==> config.mk <==
export PLATFORM = sky130hd
export DESIGN_NAME = lber_mon
export DESIGN_NICKNAME = d
export VERILOG_FILES = /design/src/rtl/lber_pkg.sv /design/src/rtl/lber_window.sv /design/src/rtl/lber_defect.sv /design/src/rtl/lber_regs.sv /design/src/rtl/lber_mon.sv
export SDC_FILE = /design/constraint.sdc
export NUM_CORES = 1
export LEC_CHECK = 0
export BUFFER_PORTS_ARGS = -buffer_cell sky130_fd_sc_hd__buf_2
export CORE_ASPECT_RATIO = 0.6
export CORE_MARGIN = 1
export CORE_UTILIZATION = 45
export CTS_CLUSTER_SIZE = 25
export DETAILED_ROUTE_END_ITERATION = 7
export MAX_ROUTING_LAYER = met4
export PLACE_DENSITY_LB_ADDON = 0.12
export RECOVER_POWER = 100
export SLEW_MARGIN = 40
export SYNTH_ARGS = -nofsm -noshare
export SYNTH_HDL_FRONTEND = slang
export SYNTH_SLANG_ARGS = --single-unit
==> constraint.sdc <==
create_clock -name clk -period 5.92 [get_ports clk]
set_input_delay 0.296 -clock clk [delete_from_list [all_inputs] [get_ports clk]]
set_output_delay 0.296 -clock clk [all_outputs]
set_load 0.01 [all_outputs]
==> src/rtl/lber_pkg.sv <==
package lber_pkg;
  // status byte bit positions
  localparam int STS_LOS = 0;
  localparam int STS_SEF = 1;
  localparam int STS_LOF = 2;
  localparam int STS_SD  = 3;
  localparam int STS_SF  = 4;
  localparam int STS_KK  = 5;
  localparam int STS_S1  = 6;
  localparam int STS_RDI = 7;
  // interrupt flag bit positions
  localparam int FLG_SD  = 6;
  localparam int FLG_SF  = 7;
  // read selector values
  localparam logic SEL_STATUS = 1'b0;
  localparam logic SEL_FLAGS  = 1'b1;
  // fixed SD clearance rule
  localparam int SD_CLR_TICKS = 256;
  localparam int SD_CLR_LIMIT = 8;

  typedef struct packed {
    logic done;
    logic over;
  } win_res_t;
endpackage

==> src/rtl/lber_window.sv <==
module lber_window
  import lber_pkg::*;
#(
  parameter int EW = 8,
  parameter int CW = 16,
  parameter int TW = 16
) (
  input  logic          clk,
  input  logic          rst,
  input  logic          ms_tick,
  input  logic          err_vld,
  input  logic [EW-1:0] err_cnt,
  input  logic [TW-1:0] win_len,
  input  logic [CW-1:0] thresh,
  output win_res_t      res
);
  localparam logic [CW-1:0] ACC_MAX = '1;

  logic [TW-1:0] tcnt;
  logic [CW-1:0] acc;
  logic [CW:0]   wide;
  logic [CW-1:0] sum;
  logic          close;

  always_comb begin
    wide  = {1'b0, acc} + (err_vld ? (CW+1)'(err_cnt) : '0);
    sum   = wide[CW] ? ACC_MAX : wide[CW-1:0];
    close = ms_tick && (({1'b0, tcnt} + 1'b1) >= {1'b0, win_len});
  end

  always_ff @(posedge clk) begin
    if (rst) begin
      tcnt     <= '0;
      acc      <= '0;
      res.done <= 1'b0;
      res.over <= 1'b0;
    end else begin
      res.done <= close;
      res.over <= close && (sum > thresh);
      acc      <= close ? '0 : sum;
      if (ms_tick) tcnt <= close ? '0 : tcnt + 1'b1;
    end
  end

  p_sat_hold_r3: assert property (@(posedge clk) disable iff (rst)
    (acc == ACC_MAX && !close) |=> acc == ACC_MAX);
  p_done_on_tick_r2: assert property (@(posedge clk) disable iff (rst)
    res.done |-> $past(ms_tick));
  p_restart_r2: assert property (@(posedge clk) disable iff (rst)
    res.done |-> acc == '0);
endmodule

==> src/rtl/lber_defect.sv <==
module lber_defect
  import lber_pkg::*;
(
  input  logic     clk,
  input  logic     rst,
  input  win_res_t sd_dec,
  input  win_res_t sd_clr,
  input  win_res_t sf_int,
  input  win_res_t sf_bur,
  output logic     sd,
  output logic     sf,
  output logic     sd_chg,
  output logic     sf_chg
);
  logic cln_i, cln_b;
  logic fire, ci_n, cb_n, sd_n;

  always_comb begin
    fire = (sf_int.done && sf_int.over) || (sf_bur.done && sf_bur.over);
    ci_n = sf_int.done ? !sf_int.over : cln_i;
    cb_n = sf_bur.done ? !sf_bur.over : cln_b;
    sd_n = sd ? !(sd_clr.done && !sd_clr.over) : (sd_dec.done && sd_dec.over);
  end

  always_ff @(posedge clk) begin
    if (rst) begin
      sd <= 1'b0; sf <= 1'b0; sd_chg <= 1'b0; sf_chg <= 1'b0;
      cln_i <= 1'b0; cln_b <= 1'b0;
    end else begin
      sd     <= sd_n;
      sd_chg <= (sd_n != sd);
      if (!sf) begin
        sf     <= fire;
        sf_chg <= fire;
        cln_i  <= 1'b0;
        cln_b  <= 1'b0;
      end else if (ci_n && cb_n) begin
        sf     <= 1'b0;
        sf_chg <= 1'b1;
        cln_i  <= 1'b0;
        cln_b  <= 1'b0;
      end else begin
        sf_chg <= 1'b0;
        cln_i  <= ci_n;
        cln_b  <= cb_n;
      end
    end
  end

  p_sd_decl_r4: assert property (@(posedge clk) disable iff (rst)
    $rose(sd) |-> $past(sd_dec.done && sd_dec.over));
  p_sd_clr_r5: assert property (@(posedge clk) disable iff (rst)
    $fell(sd) |-> $past(sd_clr.done && !sd_clr.over));
  p_sf_decl_r6: assert property (@(posedge clk) disable iff (rst)
    $rose(sf) |-> $past(fire));
  p_sf_clr_r7: assert property (@(posedge clk) disable iff (rst)
    $fell(sf) |-> $past((cln_i || (sf_int.done && !sf_int.over)) &&
                        (cln_b || (sf_bur.done && !sf_bur.over))));
endmodule

==> src/rtl/lber_regs.sv <==
module lber_regs
  import lber_pkg::*;
(
  input  logic       clk,
  input  logic       rst,
  input  logic       sd,
  input  logic       sf,
  input  logic       sd_chg,
  input  logic       sf_chg,
  input  logic [5:0] aux_def,
  input  logic [1:0] irq_en,
  input  logic       rd_en,
  input  logic       rd_sel,
  output logic [7:0] rd_data,
  output logic       irq_n
);
  logic [7:0] flags, status, set_v, clr_v, en_v;

  always_comb begin
    status          = '0;
    status[STS_LOS] = aux_def[0];
    status[STS_SEF] = aux_def[1];
    status[STS_LOF] = aux_def[2];
    status[STS_SD]  = sd;
    status[STS_SF]  = sf;
    status[STS_KK]  = aux_def[3];
    status[STS_S1]  = aux_def[4];
    status[STS_RDI] = aux_def[5];
    set_v           = '0;
    set_v[FLG_SF]   = sf_chg;
    set_v[FLG_SD]   = sd_chg;
    en_v            = '0;
    en_v[FLG_SF]    = irq_en[1];
    en_v[FLG_SD]    = irq_en[0];
    clr_v           = (rd_en && rd_sel == SEL_FLAGS) ? flags : '0;
  end

  always_ff @(posedge clk) begin
    if (rst) begin
      flags   <= '0;
      rd_data <= '0;
      irq_n   <= 1'b1;
    end else begin
      flags <= (flags & ~clr_v) | set_v;
      if (rd_en) rd_data <= (rd_sel == SEL_FLAGS) ? flags : status;
      irq_n <= !(|(flags & en_v));
    end
  end

  p_sf_flag_r9: assert property (@(posedge clk) disable iff (rst)
    sf_chg |=> flags[FLG_SF]);
  p_sd_flag_r9: assert property (@(posedge clk) disable iff (rst)
    sd_chg |=> flags[FLG_SD]);
  p_irq_src_r10: assert property (@(posedge clk) disable iff (rst)
    !irq_n |-> $past(|(flags & en_v)));
  p_rd_hold_r11: assert property (@(posedge clk) disable iff (rst)
    !$past(rd_en) |-> $stable(rd_data));
endmodule

==> src/rtl/lber_mon.sv <==
module lber_mon
  import lber_pkg::*;
#(
  parameter int EW = 8,
  parameter int CW = 16,
  parameter int TW = 16
) (
  input  logic          clk,
  input  logic          rst,
  input  logic          ms_tick,
  input  logic          err_vld,
  input  logic [EW-1:0] err_cnt,
  input  logic [TW-1:0] sd_win,
  input  logic [CW-1:0] sd_thr,
  input  logic [TW-1:0] sfi_win,
  input  logic [CW-1:0] sfi_thr,
  input  logic [TW-1:0] sfb_win,
  input  logic [CW-1:0] sfb_thr,
  input  logic [5:0]    aux_def,
  input  logic [1:0]    irq_en,
  input  logic          rd_en,
  input  logic          rd_sel,
  output logic [7:0]    rd_data,
  output logic          irq_n
);
  localparam int NWIN = 4;
  localparam logic [TW-1:0] CLR_LEN = TW'(SD_CLR_TICKS);
  localparam logic [CW-1:0] CLR_THR = CW'(SD_CLR_LIMIT - 1);

  logic [NWIN-1:0][TW-1:0] lens;
  logic [NWIN-1:0][CW-1:0] thrs;
  win_res_t [NWIN-1:0]     res;
  logic sd, sf, sd_chg, sf_chg;

  assign lens = {sfb_win, sfi_win, CLR_LEN, sd_win};
  assign thrs = {sfb_thr, sfi_thr, CLR_THR, sd_thr};

  for (genvar g = 0; g < NWIN; g++) begin : g_win
    lber_window #(.EW(EW), .CW(CW), .TW(TW)) u_win (
      .clk(clk), .rst(rst), .ms_tick(ms_tick), .err_vld(err_vld),
      .err_cnt(err_cnt), .win_len(lens[g]), .thresh(thrs[g]), .res(res[g]));
  end

  lber_defect u_def (
    .clk(clk), .rst(rst), .sd_dec(res[0]), .sd_clr(res[1]),
    .sf_int(res[2]), .sf_bur(res[3]), .sd(sd), .sf(sf),
    .sd_chg(sd_chg), .sf_chg(sf_chg));

  lber_regs u_regs (
    .clk(clk), .rst(rst), .sd(sd), .sf(sf), .sd_chg(sd_chg),
    .sf_chg(sf_chg), .aux_def(aux_def), .irq_en(irq_en), .rd_en(rd_en),
    .rd_sel(rd_sel), .rd_data(rd_data), .irq_n(irq_n));
endmodule

After elaboration in Yosys (flattened, before gate mapping):

Index checks and enable logic that the tools add are counted.

* ROM bits: 0
* bits in latches: 0
* memories kept: 0
* memory bits (writable): 0
* word-level logic and storage cells: 95
* input port bits: 118
* output and inout port bits: 9
* flip-flop bits (word level): 159

* shift operators: 0
* $mul: 0
* bitwise operators: 5
* eq/ne operators: 1
* multiplexer cells: 18
* order comparisons: 8
* div/mod/pow operators: 0
* add/subtract/negate cells: 12
* reductions and logical operators: 26

Operators by type and width (number)
* 2-to-1 mux 16 bit: 8
* adder 16 x 1 -> 17 bit, second input constant: 4
* adder 16 x 17 -> 17 bit: 4
* adder 16 x 1 -> 16 bit, second input constant: 4
* >= comparator 17 x 16 -> 1 bit: 3
* > comparator 16 bit: 3
* 2-to-1 mux 8 bit: 3
* >= comparator 17 x 9 -> 1 bit, second input constant: 1
* AND 8 bit: 2
* > comparator 16 x 3 -> 1 bit, second input constant: 1
* logical AND 1 bit: 14
* inverter 8 bit: 1
* OR 8 bit: 1
* OR reduction 2 bit: 4
* OR reduction 8 bit: 1
* 2-to-1 mux 1 bit: 7
* zero test 1 bit: 5
* OR reduction 3 bit: 1
* logical OR 1 bit: 1
* inequality test 1 bit: 1
* inverter 1 bit: 1

Depth between registers and ports, before layout:

Gate-level depths: netlist of the first run.

* depth in word-level cells: 5
* depth in mapped cells: 25

Cells and area by module:

Synthesis of the first run repeated with hierarchy kept, for this count alone.

* cells, all modules: 1591
* area, all modules: 12926.1 um^2

By module, submodules not included
* lber_window (g_win[1].u_win): instances 1, cells each 385, area an instance 3175.5 um^2
* lber_window (g_win[0].u_win): instances 1, cells each 382, area an instance 3030.4 um^2
* lber_window (g_win[3].u_win): instances 1, cells each 385, area an instance 3011.6 um^2
* lber_window (g_win[2].u_win): instances 1, cells each 354, area an instance 2821.5 um^2
* lber_regs: instances 1, cells each 58, area an instance 631.9 um^2
* lber_defect: instances 1, cells each 25, area an instance 247.7 um^2
* lber_mon: instances 1, cells each 2, area an instance 7.5 um^2

Worst setup path after synthesis of the first run:

No wires, ideal clock.

* path kind: input-to-reg
* start point: input port err_vld
* end point: register, netlist name g_win[0].u_win.res[0]
* data arrival time: 4958 ps
* path slack: 841 ps
* stages on the path: 24
* library setup time: 122 ps
* buffers on the path: 5
* path through: buf_2 buf_4 buf_4 buf_2 and2_1 ha_1 ha_1 a21oi_1 o211ai_2 maj3_2 o211a_1 o41ai_4 a211o_2 buf_4 nand2_1 ha_1 a21o_1 a21o_1 a211o_1 a21o_1 a21o_1 a21oi_1 nor3_1 o311a_1

* longest elaborated chain between the ends: 5

RTL lines
* start: declaration: line lber_mon.sv:11 `input logic err_vld,`
* 2-to-1 mux 8 bit: line lber_window.sv:26 `wide = {1'b0, acc} + (err_vld ? (CW+1)'(err_cnt) : '0);`
* adder 16 x 17 -> 17 bit: line lber_window.sv:26
* 2-to-1 mux 16 bit: line lber_window.sv:27 `sum = wide[CW] ? ACC_MAX : wide[CW-1:0];`
* net g_win[0].u_win.sum[2]: line lber_window.sv:22 `logic [CW-1:0] sum;`
* > comparator 16 bit: line lber_window.sv:39 `res.over <= close && (sum > thresh);`
* logical AND 1 bit: line lber_window.sv:39

The timed path passes the listed nets, and every way through them passes these cells.
A chain may end at the register's enable or synchronous reset.

Final worst setup path of the first run:

* start point: register g_win[0].u_win.acc[1]
* end point: register, netlist name g_win[0].u_win.res[0]

* longest elaborated chain between the ends: 4

RTL lines
* start: declaration: line lber_window.sv:20 `logic [CW-1:0] acc;`
* start signal: assignment: line lber_window.sv:40 `acc <= close ? '0 : sum;`
* adder 16 x 17 -> 17 bit: line lber_window.sv:26
* 2-to-1 mux 16 bit: line lber_window.sv:27
* net g_win[0].u_win.sum[2]: line lber_window.sv:22
* > comparator 16 bit: line lber_window.sv:39
* logical AND 1 bit: line lber_window.sv:39

The timed path passes the listed nets, and every way through them passes these cells.

==> results of run 1 <==
[cells by family after synthesis]
family / after synthesis / share of synthesized area [%]
xor gates and xnor gates: 147 / 11.0
AOI/OAI and AO/OA: 298 / 18.0
and+or+nand+nor: 512 / 22.0
buffers and inverters: 180 / 6.52
DFF: 159 / 27.3
adders and majority gates: 124 / 13.2
muxes: 22 / 1.93
[report_power, final]
group | leakage [nW] | switching, mW | internal (mW)
Clock | 0.265 | 0.497 | 0.552
Sequential | 1.29 | 0.146 | 1.17
Combinational | 4.57 | 0.559 | 0.472
Total | 6.13 | 1.20 | 2.19
[metal layers]
layer | share of wire (%) | vias up
li1 | - | 5209
met1 | 57 | 4507
met2 | 37 | 223
met3 | 4.7 | 22
met4 | 1.5 | 0
met5 | 0 | -
[state kept, by name, indices dropped and copies added (netlist names)]
signal	cells
u_def.cln_b	1
u_def.cln_i	1
u_regs.irq_n	1
u_regs.flags	8
g_win.u_win.tcnt	64
g_win.u_win.res	8
u_regs.rd_data	8
u_def.sf	1
u_def.sd_chg	1
u_def.sf_chg	1
g_win.u_win.acc	64
u_def.sd	1
[worst reg2reg max path, stage by stage (launching register included)]
cell and delay, ns:
dfxtp_1 0.47, xnor2_1 0.12, ha_1 0.25, a21oi_1 0.20, o211ai_2 0.13, maj3_2 0.34, o211a_1 0.24, o41ai_1 0.76
a211o_2 0.29, nand2_1 0.06, ha_1 0.31, a21o_1 0.19, a21o_1 0.17, a211o_1 0.29, a21o_1 0.17, a21o_1 0.17
a21oi_1 0.13, nor3_1 0.06, o311a_1 0.33
[final cells by class]
| class | count | area, um^2 | share of cell area (%) |
|---|---|---|---|
| multi-input combinational | 1103 | 7700 | 59.4 |
| sequential | 159 | 3180 | 24.5 |
| timing repair buffer | 134 | 667 | 5.14 |
| tap | 352 | 440 | 3.39 |
| clock buffer | 18 | 429 | 3.31 |
| inverter | 113 | 424 | 3.27 |
| clock inverter | 14 | 128 | 0.983 |
| antenna | 1 | 2.50 | 0.0193 |
[per-stage QoR]
step	setup slack, ns	total power [mW]	std cells
6_report	1.11	3.39	1894
5_1_grt	0.813	3.64	1894
2_1_floorplan	0.841	2.11	1442
3_3_place_gp	1.06	2.35	1861
3_5_place_dp	0.994	2.36	1861
4_1_cts	1.40	3.43	1893
[final timing paths]
path	from	endpoint	depth (start not counted)
min reg2reg	u_def.sf_chg	u_regs.flags[7]	2
max reg2reg	g_win[0].u_win.acc[1]	g_win[0].u_win.res[0]	18
max	g_win[0].u_win.acc[1]	g_win[0].u_win.res[0]	18
min	aux_def[5]	u_regs.rd_data[7]	3
[synth_stat cells (all sizes together), types with 34 or more instances]
| cell type | n |
|---|---|
| nand4 | 36 |
| o21ai | 35 |
| nand3 | 45 |
| and3 | 34 |
| ha | 117 |
| a21oi | 101 |
| xnor2 | 56 |
| inv | 113 |
| buf | 37 |
| nor2 | 141 |
| xor2 | 91 |
| and2 | 38 |
| nand2 | 129 |
| dfxtp | 159 |
==> impl_metrics.env, run 1 <==
export IMPL_run_status="finished, violations left"
export IMPL_violations="max-capacitance violations, max-slew violations"
export IMPL_antenna_found_initial=1
export IMPL_cp_common_cell="a21o_1"
export IMPL_final_layout_size_suffix_gt1_share_pct=13.0
export IMPL_crit_family="compound AO/OA/AOI/OAI gates"
export IMPL_global_route_usage_met3_pct=4.18
export IMPL_postSynthCellCount=1442
export IMPL_gp_congestion=0.877
export IMPL_synth_area_mm2=0.0117
export IMPL_postSynth_topFlopCell="dfxtp_1"
export IMPL_cp_cell_sequence="xnor2_1 > ha_1 > a21oi_1 > o211ai_2 > maj3_2 > o211a_1 > o41ai_1 > a211o_2 > nand2_1 > ha_1 > a21o_1 > a21o_1 > a211o_1 > a21o_1 > a21o_1 > a21oi_1 > nor3_1 > o311a_1"
export IMPL_finalHoldViolations=0
export IMPL_core_mm2=0.0254
export IMPL_number_of_gates_resized_after_cts=0
export IMPL_final_min_period_over_clock_period_pct=81.2
export IMPL_final_area_mm2=0.0130
export IMPL_clk_path_buf_depth=2
export IMPL_finalCoreUtilization_pct=51.1
export IMPL_drtPass1Iterations=5
export IMPL_io_buffer_count=126
export IMPL_grt_start_max_net_pins=58
export IMPL_max_slew_worst_pin_slew_ns=2.75
export IMPL_timing_critical_path_from_type="flip-flop"
export IMPL_yosys_cell_types_count=101
export IMPL_finalHoldWorstSlack_ns=0.205
export IMPL_routed_wirelength_mm=28.4
export IMPL_synth_seq_cells=159
export IMPL_drt_drc_violations_left=0
export IMPL_cell_taking_the_most_area_after_synthesis="dfxtp_1"
export IMPL_clkSlewWorstSetupHoldPaths_ns=0.07
export IMPL_grt_overflow_total=0
export IMPL_worst_setup_path_end_kind="flip-flop"
export IMPL_synth_edf_count=0
export IMPL_vias=9961
export IMPL_synthArstFlopShare_pct=0
export IMPL_setup_worst_path_class="reg -> reg"
export IMPL_global_route_wire_length_before_repair_mm=47.2
export IMPL_timing_max_cap_violations=2
export IMPL_groute_usage_overall_pct=22.7
export IMPL_net_count_of_the_finished_layout=1763
export IMPL_syn_num_nets=1677
export IMPL_cts_hold_fix_buffers=0
export IMPL_wl_per_cell_um=15.0
export IMPL_finalSetupViolations=0
export IMPL_numClockSinks=159
export IMPL_total_leakage_power_nw=6.13
export IMPL_peak_supply_drop_mv=0.238
export IMPL_synth_yosys_warnings=0
export IMPL_slew_limit_headroom_pct=-83.3
export IMPL_most_common_layout_cells="dfxtp_1, nor2_1, nand2_1"
export IMPL_cp_required_ns=6.24
export IMPL_cts_buffers=17
export IMPL_critPathBufInv=0
export IMPL_path_max_fanout=6
export IMPL_boundaryPins=127
export IMPL_place_detailed_hpwl_mm=22.1
export IMPL_synth_yosys_seq_area_share_pct=27.3
export IMPL_mean_area_per_synthesized_cell_um2=8.10
export IMPL_cp_data_arrival_time_ns=5.13
export IMPL_number_of_global_route_vias_before_repair=9206
export IMPL_detail_route_vias_per_cell=5.26
export IMPL_place_area_mm2=0.0125
export IMPL_layout_cells_most_common="dfxtp_1"
export IMPL_synth_top_cells_by_area="dfxtp_1, ha_1, xor2_1"
export IMPL_critical_path_max_stage_delay_ns=0.76
export IMPL_achievable_frequency_mhz=208
export IMPL_min_period_ns=4.81
export IMPL_detail_route_antenna_nets=0
export IMPL_die_area_mm2=0.0266
export IMPL_initial_core_util_pct=46.0
export IMPL_gr_usage_met2_pct=29.3
export IMPL_die_h_um=127
export IMPL_busiest_layer="met1"
export IMPL_ctsRootBufferMaster="clkbuf_16"
export IMPL_cts_htree_levels=4
export IMPL_clock_tree_from_tritoncts="yes"
export IMPL_fp_dieW_um=210
export IMPL_area_growth_pct=11.2
export IMPL_timing_max_transition_violations_final=90
export IMPL_finalClockSkew_ns=0.00982
export IMPL_drt_initial_violations=639
export IMPL_grt_setup_unrepaired="no"
export IMPL_holdCritPathClass="in -> reg"
export IMPL_tns_ns=0
export IMPL_placement_rows=45
export IMPL_crit_slowest_cell="o41ai_1"
export IMPL_met1_usage_pct=35.2
export IMPL_cell_pwr_density_mw_per_mm2=262
export IMPL_worst_skew_pair_late_latency_ns=0.44
export IMPL_fillerInstances=2510
export IMPL_synth_top_cell_area_share_pct=27.3
export IMPL_rrSetupSlack_ns=1.11
export IMPL_postCtsSetupBuffers=0
(Power assumes the default switching activity.)
==> inputs of run 2 (changes only) <==
--- a/config.mk
+++ b/config.mk
@@ -5,6 +5,7 @@
 export SDC_FILE = /design/constraint.sdc
 export NUM_CORES = 1
 export LEC_CHECK = 0
+export ABC_AREA = 1
 export BUFFER_PORTS_ARGS = -buffer_cell sky130_fd_sc_hd__buf_2
 export CORE_ASPECT_RATIO = 0.6
 export CORE_MARGIN = 1
==> constraint.sdc (replaced) <==
create_clock -name clk -period 4.88 [get_ports clk]
set_input_delay 0.244 -clock clk [delete_from_list [all_inputs] [get_ports clk]]
set_output_delay 0.244 -clock clk [all_outputs]
set_load 0.01 [all_outputs]
==> impl_metrics.env, run 2 <==
export IMPL_run_status="finished, violations left"
export IMPL_violations="max-capacitance violations, max-slew violations"
export IMPL_grt_setup_unrepaired="no"
export IMPL_timing_critical_path_from_type="flip-flop"
export IMPL_gp_congestion=0.897
export IMPL_detailedPlace_worstSlack_ns=0.578
export IMPL_synth_yosys_seq_area_share_pct=27.6
export IMPL_vias=10900
export IMPL_grt_overflow_total=0
export IMPL_yosys_cell_types_count=50
export IMPL_setup_worst_path_class="reg -> reg"
export IMPL_drt_initial_violations=807
export IMPL_min_period_ns=4.11
export IMPL_io_buffer_count=126
export IMPL_die_h_um=126
export IMPL_final_area_mm2=0.0130
export IMPL_timing_rr_end="g_win[3].u_win.res[0]"
export IMPL_finalHoldWorstSlack_ns=0.0847
export IMPL_groute_usage_overall_pct=22.0
export IMPL_ff_latch_area_mm2=0.00318
export IMPL_clock_tree_from_tritoncts="yes"
export IMPL_layout_setup_ws_ns=0.770
export IMPL_internal_power_mw=2.48
export IMPL_boundaryPins=127
export IMPL_finalClockSkew_ns=0.00787
export IMPL_routed_wirelength_mm=27.5
export IMPL_postSynthCellCount=1781
export IMPL_final_layout_size_suffix_gt1_share_pct=9.94
export IMPL_drt_drc_violations_left=0
export IMPL_crit_slowest_cell="nor2_2"
export IMPL_r2r_start="g_win[3].u_win.acc[1]"
export IMPL_number_of_antenna_cells_inserted=0
export IMPL_power_share_sequential_pct=40.1
export IMPL_wl_per_cell_um=12.3
export IMPL_worstHoldPathCells=3
export IMPL_critical_path_startpoint="g_win[3].u_win.acc[1]"
export IMPL_antenna_found_initial=0
export IMPL_rrSetupSlack_ns=0.77
export IMPL_drtPass1Iterations=5
export IMPL_place_detailed_hpwl_mm=21.9
export IMPL_worst_skew_pair_late_latency_ns=0.42
export IMPL_initial_core_util_pct=46.8
export IMPL_global_route_wire_length_before_repair_mm=46.2
export IMPL_clk_path_buf_depth=2
export IMPL_synth_common_cells="nand2_1, inv_1, nor2_1, dfxtp_1, ha_1"
export IMPL_finalCoreUtilization_pct=52.7
export IMPL_cts_hold_fix_buffers=0
export IMPL_critical_path_max_stage_delay_ns=0.50
export IMPL_die_area_mm2=0.0263
export IMPL_holdCritPathClass="in -> reg"
export IMPL_power_share_switching_pct=28.4
export IMPL_number_of_gates_resized_after_cts=0
export IMPL_reg_largest_list="g_win.u_win.acc (64), g_win.u_win.tcnt (64)"
export IMPL_multiInputGateArea_mm2=0.00679
export IMPL_numClockSinks=159
export IMPL_cell_pwr_density_mw_per_mm2=266
export IMPL_synth_seq_cells=159
export IMPL_combinationalPowerShare_pct=18.8
export IMPL_timing_max_transition_violations_final=46
export IMPL_slew_limit_headroom_pct=-9.70
export IMPL_net_count_of_the_finished_layout=2135
export IMPL_core_mm2=0.0247
export IMPL_fp_dieW_um=209
export IMPL_grt_start_max_net_pins=46
export IMPL_cp_common_cell="nand2_1"
export IMPL_finalHoldViolations=0
export IMPL_fillerInstances=2522
export IMPL_synth_top_cells_by_area="dfxtp_1, nand2_1, ha_1"
export IMPL_timing_max_cap_violations=1
export IMPL_postCtsSetupBuffers=0
export IMPL_area_growth_pct=12.7
export IMPL_placement_rows=44
export IMPL_mean_area_per_synthesized_cell_um2=6.48
export IMPL_achievable_frequency_mhz=243
export IMPL_power_clock_fraction_pct=41.1
export IMPL_synth_edf_count=0
export IMPL_cell_taking_the_most_area_after_synthesis="dfxtp_1"
export IMPL_detail_route_vias_per_cell=4.88
export IMPL_postSynth_topFlopCell="dfxtp_1"
export IMPL_hold_end="u_regs.irq_n"
export IMPL_power_switching_mw=0.983
export IMPL_total_leakage_power_nw=7.19
export IMPL_finalSetupViolations=0
export IMPL_place_area_mm2=0.0124
export IMPL_number_of_global_route_vias_before_repair=9772
export IMPL_layout_cells_most_common="nand2_1"
export IMPL_synth_top_cell_area_share_pct=27.6
export IMPL_worst_r2r_path_depth=29
export IMPL_tns_ns=0
export IMPL_clkSlewWorstSetupHoldPaths_ns=0.06
export IMPL_syn_num_nets=2016
export IMPL_cts_buffers=17
export IMPL_synth_yosys_warnings=0
export IMPL_synth_most_common_cell="nand2_1"
export IMPL_cts_htree_levels=4
export IMPL_most_common_layout_cells="nand2_1, inv_1, nor2_1"
export IMPL_worst_setup_path_end_kind="flip-flop"
export IMPL_cp_data_arrival_time_ns=4.43
export IMPL_peak_supply_drop_mv=0.278
export IMPL_detail_route_antenna_nets=0
export IMPL_max_slew_worst_pin_slew_ns=1.64
export IMPL_cp_required_ns=5.20
export IMPL_holdCritStartpoint="irq_en[1]"
export IMPL_synth_area_mm2=0.0115
export IMPL_ctsRootBufferMaster="clkbuf_16"
export IMPL_path_max_fanout=13
export IMPL_final_min_period_over_clock_period_pct=84.2
export IMPL_synthArstFlopShare_pct=0
-- run 2: cell count changes in the layout (fill, tap and decap cells not counted), sizes merged, moves of 28 or more --
cell / delta
nand2: +280
nand3: +45
a21o: -28
xor2: -39
and2: -36
and3: -32
xnor2: -48
o21ai: +33
nor2: +111
inv: +242
-- run 2: final cells by class --
cell class                      count  share of cell area (%)
Multi-Input combinational cell   1228                    52.2
Sequential cell                   159                    24.5
Inverter                          363                    10.5
Timing Repair Buffer              131                    4.92
Clock buffer                       21                    3.54
Tap cell                          322                    3.10
Clock inverter                     10                    1.23
-- run 2: worst max-delay path by stage --
stage                                  endpoint  slack (ns)
after detailed placement  g_win[3].u_win.res[0]        0.58
final                     g_win[3].u_win.res[0]        0.77
after CTS                 g_win[3].u_win.res[0]        0.91
after global routing      g_win[0].u_win.acc[6]        0.33
after global placement    g_win[3].u_win.res[0]        0.63
after floorplan           g_win[0].u_win.res[0]        2.01
-- run 2: stage by stage --
stage	std cells	power (mW)
floorplan	1781	1.88
global placement	2203	2.05
detailed placement	2203	2.06
CTS	2234	3.49
global route	2234	3.66
finish	2234	3.46
-- run 2: cells by family (layout without fill, tap and decap cells) --
kind of cell,count (synthesis),count (layout),share of synthesized area (%)
buffers and inverters,394,525,13.2
XOR/XNOR,60,60,4.56
AND/OR/NAND/NOR,851,851,31.9
flip-flops,159,159,27.6
multiplexers,5,5,0.434
AO/OA/AOI/OAI,195,195,9.54
adder cells (fa/ha/maj),117,117,12.7
-- run 2: power by group through the flow --
| stage | clock, mW | sequential [mW] | combinational, mW |
|---|---|---|---|
| final | 1.42 | 1.39 | 0.650 |
| after global routing | 1.51 | 1.39 | 0.753 |
| after CTS | 1.45 | 1.39 | 0.653 |
| after detailed placement | 0 | 1.42 | 0.646 |
| after global placement | 0 | 1.42 | 0.637 |
| after floorplan | 0 | 1.41 | 0.466 |
-- run 2: critical path: cells and delay by family (launching register included) --
| family | cells | cell delay [ns] |
|---|---|---|
| AND/OR/NAND/NOR | 18 | 2.57 |
| flip-flops | 1 | 0.30 |
| AO/OA/AOI/OAI | 1 | 0.19 |
| buffers and inverters | 8 | 0.66 |
| adder cells (fa/ha/maj) | 2 | 0.27 |
-- run 2: layer usage --
layer  share of wire, %  wire, um  GRT usage [%]  vias to the layer above
met5                  0         0              -                        -
met3                5.1      1410           3.09                       17
met4               0.90       246           4.67                        0
li1                   -         -              -                     5828
met1                 57     15700           34.2                     4809
met2                 37     10100           29.4                      251
